### src/rtl/stat_pkg.sv
package stat_pkg;
  // Word addresses of the counter registers
  localparam int unsigned REG_TIME = 0;
  localparam int unsigned REG_DROP = 1;
  localparam int unsigned REG_DISC = 2;
  localparam int unsigned REG_FCAR = 3;
  localparam int unsigned REG_COUNT = 4;
endpackage

### src/rtl/stat_event_ctr.sv
module stat_event_ctr #(
  parameter int W           = 16,
  parameter bit KEEP_ON_CLR = 1'b1
) (
  input  logic         clk,
  input  logic         rst_n,
  input  logic         evt_i,
  input  logic         clr_i,
  output logic [W-1:0] cnt_o
);
  logic [W-1:0] cnt_q, cnt_d, clr_val;
  logic         cnt_en;

  // The variant decides whether an event coincident with a clear survives
  generate
    if (KEEP_ON_CLR) begin : g_keep
      assign clr_val = W'(evt_i);
    end else begin : g_drop
      assign clr_val = '0;
    end
  endgenerate

  always_comb begin
    cnt_en = 1'b0;
    cnt_d  = cnt_q;
    if (clr_i) begin
      cnt_en = 1'b1;
      cnt_d  = clr_val;
    end else if (evt_i) begin
      cnt_en = 1'b1;
      cnt_d  = cnt_q + 1'b1;
    end
  end

  always_ff @(posedge clk or negedge rst_n) begin
    if (!rst_n)      cnt_q <= '0;
    else if (cnt_en) cnt_q <= cnt_d;
  end

  assign cnt_o = cnt_q;
endmodule

### src/rtl/stat_free_timer.sv
module stat_free_timer #(
  parameter int W = 32
) (
  input  logic         clk,
  input  logic         rst_n,
  input  logic         restart_i,
  output logic [W-1:0] time_o
);
  logic [W-1:0] time_q, time_d;

  always_comb begin
    if (restart_i) time_d = '0;
    else           time_d = time_q + 1'b1;
  end

  always_ff @(posedge clk or negedge rst_n) begin
    if (!rst_n) time_q <= '0;
    else        time_q <= time_d;
  end

  assign time_o = time_q;
endmodule

### src/rtl/stat_reg_port.sv
module stat_reg_port
  import stat_pkg::*;
#(
  parameter int ADDR_W = 4,
  parameter int DATA_W = 32,
  parameter int TIME_W = 32,
  parameter int DROP_W = 24,
  parameter int LINK_W = 16
) (
  input  logic              clk,
  input  logic              rst_n,
  input  logic              rd_en,
  input  logic              wr_en,
  input  logic [ADDR_W-1:0] addr,
  input  logic [TIME_W-1:0] time_cnt,
  input  logic [DROP_W-1:0] drop_cnt,
  input  logic [LINK_W-1:0] disc_cnt,
  input  logic [LINK_W-1:0] fcar_cnt,
  output logic              wr_hit_time,
  output logic              rd_hit_disc,
  output logic              rd_hit_fcar,
  output logic [DATA_W-1:0] rd_data
);
  logic [DATA_W-1:0] sel_word;
  logic [DATA_W-1:0] rd_q;
  logic              rd_load;

  assign wr_hit_time = wr_en && (addr == ADDR_W'(REG_TIME));
  assign rd_hit_disc = rd_en && (addr == ADDR_W'(REG_DISC));
  assign rd_hit_fcar = rd_en && (addr == ADDR_W'(REG_FCAR));

  // Counters are zero-extended into the read word
  always_comb begin
    sel_word = '0;
    if      (addr == ADDR_W'(REG_TIME)) sel_word = DATA_W'(time_cnt);
    else if (addr == ADDR_W'(REG_DROP)) sel_word = DATA_W'(drop_cnt);
    else if (addr == ADDR_W'(REG_DISC)) sel_word = DATA_W'(disc_cnt);
    else if (addr == ADDR_W'(REG_FCAR)) sel_word = DATA_W'(fcar_cnt);
  end

  assign rd_load = rd_en;

  always_ff @(posedge clk or negedge rst_n) begin
    if (!rst_n)       rd_q <= '0;
    else if (rd_load) rd_q <= sel_word;
  end

  assign rd_data = rd_q;
endmodule

### src/rtl/net_stat_bank.sv
module net_stat_bank #(
  parameter int ADDR_W = 4,
  parameter int DATA_W = 32,
  parameter int TIME_W = 32,
  parameter int DROP_W = 24,
  parameter int LINK_W = 16
) (
  input  logic              clk,
  input  logic              rst_n,
  input  logic              soft_rst,
  input  logic              ovf_evt,
  input  logic              disc_evt,
  input  logic              fcar_evt,
  input  logic              rd_en,
  input  logic              wr_en,
  input  logic [ADDR_W-1:0] addr,
  output logic [DATA_W-1:0] rd_data
);
  logic [1:0]        rst_sync_q;
  logic              rst_core_n;
  logic [TIME_W-1:0] time_cnt;
  logic [DROP_W-1:0] drop_cnt;
  logic [LINK_W-1:0] disc_cnt;
  logic [LINK_W-1:0] fcar_cnt;
  logic              wr_hit_time;
  logic              rd_hit_disc;
  logic              rd_hit_fcar;

  // Asynchronous assertion, synchronous release
  always_ff @(posedge clk or negedge rst_n) begin
    if (!rst_n) rst_sync_q <= 2'b00;
    else        rst_sync_q <= {rst_sync_q[0], 1'b1};
  end
  assign rst_core_n = rst_sync_q[1];

  stat_free_timer #(.W(TIME_W)) i_timer (
    .clk       (clk),
    .rst_n     (rst_core_n),
    .restart_i (wr_hit_time),
    .time_o    (time_cnt)
  );

  stat_event_ctr #(.W(DROP_W), .KEEP_ON_CLR(1'b0)) i_drop_ctr (
    .clk   (clk),
    .rst_n (rst_core_n),
    .evt_i (ovf_evt),
    .clr_i (soft_rst),
    .cnt_o (drop_cnt)
  );

  stat_event_ctr #(.W(LINK_W), .KEEP_ON_CLR(1'b1)) i_disc_ctr (
    .clk   (clk),
    .rst_n (rst_core_n),
    .evt_i (disc_evt),
    .clr_i (rd_hit_disc),
    .cnt_o (disc_cnt)
  );

  stat_event_ctr #(.W(LINK_W), .KEEP_ON_CLR(1'b1)) i_fcar_ctr (
    .clk   (clk),
    .rst_n (rst_core_n),
    .evt_i (fcar_evt),
    .clr_i (rd_hit_fcar),
    .cnt_o (fcar_cnt)
  );

  stat_reg_port #(
    .ADDR_W (ADDR_W),
    .DATA_W (DATA_W),
    .TIME_W (TIME_W),
    .DROP_W (DROP_W),
    .LINK_W (LINK_W)
  ) i_port (
    .clk         (clk),
    .rst_n       (rst_core_n),
    .rd_en       (rd_en),
    .wr_en       (wr_en),
    .addr        (addr),
    .time_cnt    (time_cnt),
    .drop_cnt    (drop_cnt),
    .disc_cnt    (disc_cnt),
    .fcar_cnt    (fcar_cnt),
    .wr_hit_time (wr_hit_time),
    .rd_hit_disc (rd_hit_disc),
    .rd_hit_fcar (rd_hit_fcar),
    .rd_data     (rd_data)
  );
endmodule

### config.mk
export PLATFORM = sky130hd
export DESIGN_NAME = net_stat_bank
export DESIGN_NICKNAME = d
export VERILOG_FILES = /design/src/rtl/stat_pkg.sv /design/src/rtl/stat_event_ctr.sv /design/src/rtl/stat_free_timer.sv /design/src/rtl/stat_reg_port.sv /design/src/rtl/net_stat_bank.sv
export SDC_FILE = /design/constraint.sdc
export NUM_CORES = 1
export LEC_CHECK = 0
export BUFFER_PORTS_ARGS = -buffer_cell sky130_fd_sc_hd__buf_2
export CAP_MARGIN = 20
export CELL_PAD_IN_SITES_DETAIL_PLACEMENT = 1
export CELL_PAD_IN_SITES_GLOBAL_PLACEMENT = 1
export CORE_ASPECT_RATIO = 2
export CORE_MARGIN = 2
export CORE_UTILIZATION = 52
export DETAILED_ROUTE_END_ITERATION = 10
export PLACE_DENSITY = 0.92
export SYNTH_ARGS = -nofsm -noshare
export SYNTH_HDL_FRONTEND = slang
export SYNTH_HIERARCHICAL = 1
export SYNTH_SLANG_ARGS = --single-unit
### constraint.sdc
create_clock -name clk -period 10.65 [get_ports clk]
set_clock_uncertainty 0.15 [all_clocks]
set_input_delay 0.5325 -clock clk [delete_from_list [all_inputs] [get_ports clk]]
set_output_delay 0.5325 -clock clk [all_outputs]
set_load 0.05 [all_outputs]
==> summary.md, run 1 <==
| Metric | Value |
|---|---|
| Final hold viol count | 0 |
| Post-synth top area cell | dfrtp_1 |
| Post-DRT Antenna Nets | 0 |
| Worst path arrival time | 4.18 ns |
| Drt initial violations | 484 |
| CP Data Required Time | 10.81 ns |
| Min Hold Slack | 0.193 ns |
| CP Capture Type | flip-flop |
| Top-level port count | 44 |
| Post-CTS setup buffer count | 0 |
| Syn. warnings | 6 |
| Slowest cell on the critical path | nor3b_2 |
| Max Clock Freq | 249 MHz |
| Resize count post-CTS | 0 |
| Storage element area | 3060 um^2 |
| Area after DPL | 6700 um^2 |
| Flop pwr share | 44.8% |
| Pin count of the biggest net entering global routing | 77 |
| Outcome | finished clean |
| Critical Path Source Type | input pin |
| Total power | 0.00143 W |
| Setup WS pre-CTS | 6.35 ns |
| Final worst-path cycle share | 37.8% |
| Slew Limit Fails | 0 |
| Switching part of the total | 33.4% |
| Leakage power | 3.02 nW |
| Layout Area Growth over Synthesis | 12.4% |
| Die Wd | 83.0 um |
| Total GRT Usage | 32.4% |
| Vias in the first global route | 6227 |
| Layout cells sized above 1 | 18.1% |
| P_sw | 0.000476 W |
| Worst VDD drop | 0.150 mV |
| Hold Crit Class | reg -> async |
| Num CTS Buffers | 17 |
| Worst path cell trace | buf_2 -> nor3b_2 -> buf_4 -> and3_1 -> o21ai_2 -> or3_4 -> or3_1 -> a21oi_1 |
| Relative max-transition margin | 28.2% |
| Number of synthesized register bits | 122 |
| CP Max Fanout | 49 |
| TritonCTS clock tree | yes |
| P_int | 0.000950 W |
| Top-count cell post-synth | dfrtp_1 |
| Max H-tree Level | 4 |
| Die H | 162 um |
| Fillers | 1333 |
| Cell Pwr Density | 195 nW/um^2 |
| Clk network pwr share | 40.8% |
| Cell variety after synth | 53 |
| Routed length per instance | 24.9 um |
| Comb power frac | 14.4% |
| Die ar. | 13400 um^2 |
| Synthesized area | 6490 um^2 |
| Synth cell count leaders | dfrtp_1, nor2_1, a21oi_1 |
| PnR worst setup slack | 6.63 ns |
| Worst-Skew Late Latency | 0.42 ns |
| Post-Syn Nets | 667 |
| Footprint of the multi-input gates | 3070 um^2 |
| Clk buf depth | 2 |
| Syn Inst Count | 651 |
| Vias | 5631 |
| Core box area | 12200 um^2 |
| Nets@finish | 698 |
| Crit Path Class | in -> reg |
| DRC errors left | 0 |
| Mean post-synth cell area | 9.96 um^2 |
| Unrepaired setup endpoints after global routing | no |
| Num Clock Sinks | 122 |
| Synth top area cells | dfrtp_1, xor2_1, a21oi_1 |
| Final setup fails | 0 |
| Post-synth EDFFs | 0 |
| Root buf cell | clkbuf_16 |
| TritonRoute pass-1 iters | 5 |
| Clock transition at the registers of the reported paths | 0.06 ns |
| Reg2reg start | i_timer/time_o[15] |
| Sequential area share after synthesis | 47.1% |
| Vias per inst | 6.69 |
| Crit path from | rd_en |
| Area share of the largest cell type after synthesis | 47.1% |
| Drt total wl | 20900 um |
| Crit path buf inv count | 2 |
| Delay-heaviest family, CP | simple AND/OR/NAND/NOR gates |
| Final worst path period need | 4.02 ns |
| Num rows | 57 |
| Diode count | 0 |
| Final instance area | 7290 um^2 |
| I/O Buffers | 43 |
| Main synth FF type | dfrtp_1 |
| Gr ovfl total | 0 |
| Initial antenna violation count | 0 |
| Initial Utilization | 53.2% |
| HPWL after DPL | 13100 um |
| Synth async-reset ratio | 100% |
| Gp weighted congestion | 0.873 |
| Global-route wire length before repair | 33800 um |
| TNS Setup | 0 ns |
| Crit-path max cell delay | 0.81 ns |
| Slew @ Worst Pin | 1.07 ns |
| Max_cap viols | 0 |
cells by family after synthesis:
kind of cell	synth area share, %
compound gates	14.1
simple gates	22.2
fa+ha+maj	0.772
buf+inv	5.63
flops	47.1
mux	4.49
other cells	0.0578
xor+xnor	5.67
through the flow:
| stage | cells | util, % |
|---|---|---|
| 3_3_place_gp | 809 | 54.9 |
| 5_1_grt | 842 | 59.8 |
| 6_report | 842 | 59.8 |
| 4_1_cts | 842 | 59.8 |
| 2_1_floorplan | 651 | - |
| 3_5_place_dp | 809 | 54.9 |
path summary, 6_finish.rpt:
path | end | slack [ns] | depth (start not counted)
max | i_fcar_ctr/cnt_o[13] | 6.63 | 8
max in group asynchronous | i_fcar_ctr/cnt_o[15] | 8.70 | 1
min in group clk | rst_sync_q[1] | 0.20 | 0
min | i_drop_ctr/cnt_o[7] | 0.19 | 0
min reg2reg | i_drop_ctr/cnt_o[7] | 0.19 | 0
max reg2reg | i_timer/time_o[28] | 8.11 | 4
routing by layer:
| metal | track usage (%) | wire length, um |
|---|---|---|
| met1 | 32.9 | 7160 |
| met2 | 58.6 | 11400 |
| met3 | 5.59 | 886 |
| met4 | 24.0 | 1460 |
| met5 | 0 | 0 |
flip-flops by register name, summed over array words and instances (netlist names):
signal	cells
rst_sync_q	2
i_port/rd_data	32
i_timer/time_o	32
i_fcar_ctr/cnt_o	16
i_disc_ctr/cnt_o	16
i_drop_ctr/cnt_o	24
power groups by stage:
stage | Combinational [W] | Sequential (W) | Clock [W]
after floorplan | 0.000127 | 0.000625 | 0
after global placement | 0.000174 | 0.000634 | 0
after detailed placement | 0.000193 | 0.000639 | 0
after CTS | 0.000203 | 0.000634 | 0.000586
after global routing | 0.000223 | 0.000646 | 0.000608
final | 0.000205 | 0.000638 | 0.000582
worst register-to-register path, delay by kind of cell, from the launching register on:
kind	cells	cell delay [ns]
AND/OR/NAND/NOR	3	1.64
flip-flops	1	0.49
AO/OA/AOI/OAI	1	0.19
placed cells by master (no fill, tap or decap), drive strengths merged:
master	n
a21oi	40
a31o	1
and2	18
and3	7
and4	11
buf	47
bufinv	2
clkbuf	18
clkinv	7
clkinvlp	4
conb	1
dfrtp	122
dlygate4sd3	1
ha	4
inv	38
mux2	9
mux2i	19
nand2	39
nand2b	5
nand3	35
nand4	20
nor2	49
nor2b	3
nor3	4
nor3b	1
nor4	7
nor4b	2
o2111a	1
o2111ai	2
o211a	1
o21ai	31
o221ai	16
o22ai	24
o31ai	16
o41ai	2
or3	26
or4	17
or4b	3
xnor2	18
xor2	24
final cells by class:
| class | count | share of cell area [%] |
|---|---|---|
| clock buffers | 18 | 6.02 |
| clock inverters | 14 | 2.04 |
| inverters | 37 | 1.90 |
| multi-input cells | 456 | 42.1 |
| flip-flops and latches | 122 | 41.9 |
| well taps | 147 | 2.52 |
| repair buffers | 48 | 3.50 |
repair_timing:
| action | 4_1_cts | 5_1_grt |
|---|---|---|
| endpoints found under the setup margin | 0 | 0 |
| hold buffers | 1 | 0 |
| hold endpoints to repair | 2 | 0 |
Note: power is estimated with default switching activity, not from simulation.
==> run 2, diff against run 1 <==
- CORE_UTILIZATION: 52 -> 48
- PLACE_DENSITY: 0.92 -> 0.86
- clock period: 10.65 -> 4.2 ns (I/O delays scaled with it)
==> run 2 against run 1 <==
Effect of this change: sequential share of layout area down 0.36 points; combinational power up 140%; register-to-register slack worse by 6.4 ns; non-clock buffer count up 8; cell count up 1.7%; setup slack worse by 4.9 ns; final area up 0.86%; first-iteration DRC count down 44%.
==> summary.md, run 2 (same netlist as run 1, synthesis figures left out) <==
| Metric | Value |
|---|---|
| CP Capture Type | flip-flop |
| Unrepaired setup endpoints after global routing | no |
| Max Clock Freq | 399 MHz |
| Num Clock Sinks | 122 |
| Layout Area Growth over Synthesis | 13.4% |
| Crit-path max cell delay | 0.77 ns |
| Initial Utilization | 48.5% |
| CP Data Required Time | 4.38 ns |
| Root buf cell | clkbuf_16 |
| Final hold viol count | 0 |
| Fin util | 55.0% |
| Die ar. | 14500 um^2 |
| PnR worst setup slack | 1.69 ns |
| Final worst path period need | 2.51 ns |
| Relative max-transition margin | 48.0% |
| Num rows | 60 |
| Num CTS Buffers | 17 |
| Clk network pwr share | 40.5% |
| DRC errors left | 0 |
| Top-level port count | 44 |
| Cell Pwr Density | 480 nW/um^2 |
| Worst path arrival time | 2.69 ns |
| Post-CTS setup buffer count | 0 |
| Footprint of the multi-input gates | 3070 um^2 |
| Nets@finish | 706 |
| HPWL after DPL | 13200 um |
| Worst VDD drop | 0.328 mV |
| Pin count of the biggest net entering global routing | 60 |
| Worst-Skew Late Latency | 0.42 ns |
| Dpl cells | 820 |
| Final setup fails | 0 |
| Vias per inst | 6.23 |
| Die Wd | 86.2 um |
| Setup WS pre-CTS | 1.38 ns |
| Flop pwr share | 45.4% |
| CP Max Fanout | 16 |
| Drt total wl | 18700 um |
| Die H | 168 um |
| Min Hold Slack | 0.107 ns |
| Worst path cell trace | and4_1 -> nand4_1 -> or4b_2 -> a21oi_1 |
| Final worst-path cycle share | 59.7% |
| Gr ovfl total | 0 |
| Commonest non-fill, non-tap cell in the layout | dfrtp_1 |
| Post-DRT Antenna Nets | 0 |
| Clk buf depth | 2 |
| Clock transition at the registers of the reported paths | 0.05 ns |
| Slew @ Worst Pin | 0.776 ns |
| Vias in the first global route | 5892 |
| TritonRoute pass-1 iters | 5 |
| Max H-tree Level | 4 |
| Non-Filler Instances | 856 |
| Fillers | 1494 |
| Outcome | finished clean |
| Slew Limit Fails | 0 |
| Total GRT Usage | 27.4% |
| I/O Buffers | 43 |
| Vias | 5336 |
| Routed length per instance | 21.8 um |
| Storage element area | 3060 um^2 |
| Slowest cell on the critical path | or4b_2 |
| Layout cells sized above 1 | 17.8% |
| TritonCTS clock tree | yes |
| Drt initial violations | 272 |
| Initial antenna violation count | 0 |
| Core box area | 13400 um^2 |
| TNS Setup | 0 ns |
| Comb power frac | 14.0% |
| Max_cap viols | 0 |
| Switching part of the total | 31.1% |
| Most frequent cells in the layout | dfrtp_1, nor2_1, buf_2 |
| Crit Path Class | reg -> reg |
| P_sw | 0.00110 W |
| Diode count | 0 |
| Resize count post-CTS | 0 |
| Gp weighted congestion | 0.873 |
| P_int | 0.00243 W |
| Leakage power | 3.05 nW |
| Hold Crit Class | in -> reg |
| Critical Path Source Type | flip-flop |
| Global-route wire length before repair | 30400 um |
## run 2: cell types whose count changed in the layout (fill, tap and decap cells not counted), sizes merged
| cell | previous run | this run |
|---|---|---|
| buf | 47 | 50 |
| clkinv | 7 | 2 |
| clkbuf | 18 | 24 |
| clkinvlp | 4 | 3 |
| dlygate4sd3 | 1 | 5 |
| inv | 38 | 37 |
## run 2: cell type report
| class | instances | area share (%) |
|---|---|---|
| Multi-Input combinational cell | 456 | 41.7 |
| Sequential cell | 122 | 41.6 |
| Clock buffer | 23 | 6.50 |
| Timing Repair Buffer | 56 | 4.42 |
| Tap cell | 155 | 2.64 |
| Inverter | 37 | 1.89 |
| Clock inverter | 7 | 1.26 |
## run 2: final timing paths
path	depth (start not counted)	endpoint	startpoint	slack, ns
worst max-delay path	4	i_timer/time_o[28]	i_timer/time_o[15]	1.69
worst min-delay path	4	i_port/rd_data[14]	addr[3]	0.11
worst max register to register	4	i_timer/time_o[28]	i_timer/time_o[15]	1.69
worst min register to register	0	rst_sync_q[1]	rst_sync_q[0]	0.20
max in group asynchronous	1	i_port/rd_data[0]	rst_sync_q[1]	2.68
min in group asynchronous	0	i_drop_ctr/cnt_o[2]	rst_sync_q[1]	0.26
## run 2: layer usage
metal / vias to the layer above / part of all wire (%) / GRT usage, %
li1: 2429 / - / -
met1: 2687 / 34 / 28.0
met2: 156 / 56 / 49.2
met3: 64 / 3.7 / 5.29
met4: 0 / 6.7 / 18.3
met5: - / 0 / 0
## run 2: through the flow
step | total power [W] | cell area, um^2
floorplan | 0.00191 | 6490
global placement | 0.00205 | 6730
detailed placement | 0.00211 | 6730
CTS | 0.00355 | 7350
global route | 0.00368 | 7360
finish | 0.00353 | 7360
## run 2: power groups by stage
stage	logic [W]	registers [W]	clock network (W)
6_report	0.000495	0.00160	0.00143
2_1_floorplan	0.000322	0.00158	0
3_5_place_dp	0.000488	0.00162	0
3_3_place_gp	0.000449	0.00160	0
4_1_cts	0.000497	0.00160	0.00145
5_1_grt	0.000548	0.00163	0.00150
## run 2: what timing repair did
item | in CTS | in global routing
endpoints found under the hold margin | 5 | 0
endpoints found under the setup margin | 0 | 0
hold buffers | 5 | 0
## run 2: worst max-delay path: cells and delay by family, from the launching register on
family	cells	cell delay [ns]
simple gates	3	1.59
flops	1	0.52
compound gates	1	0.17
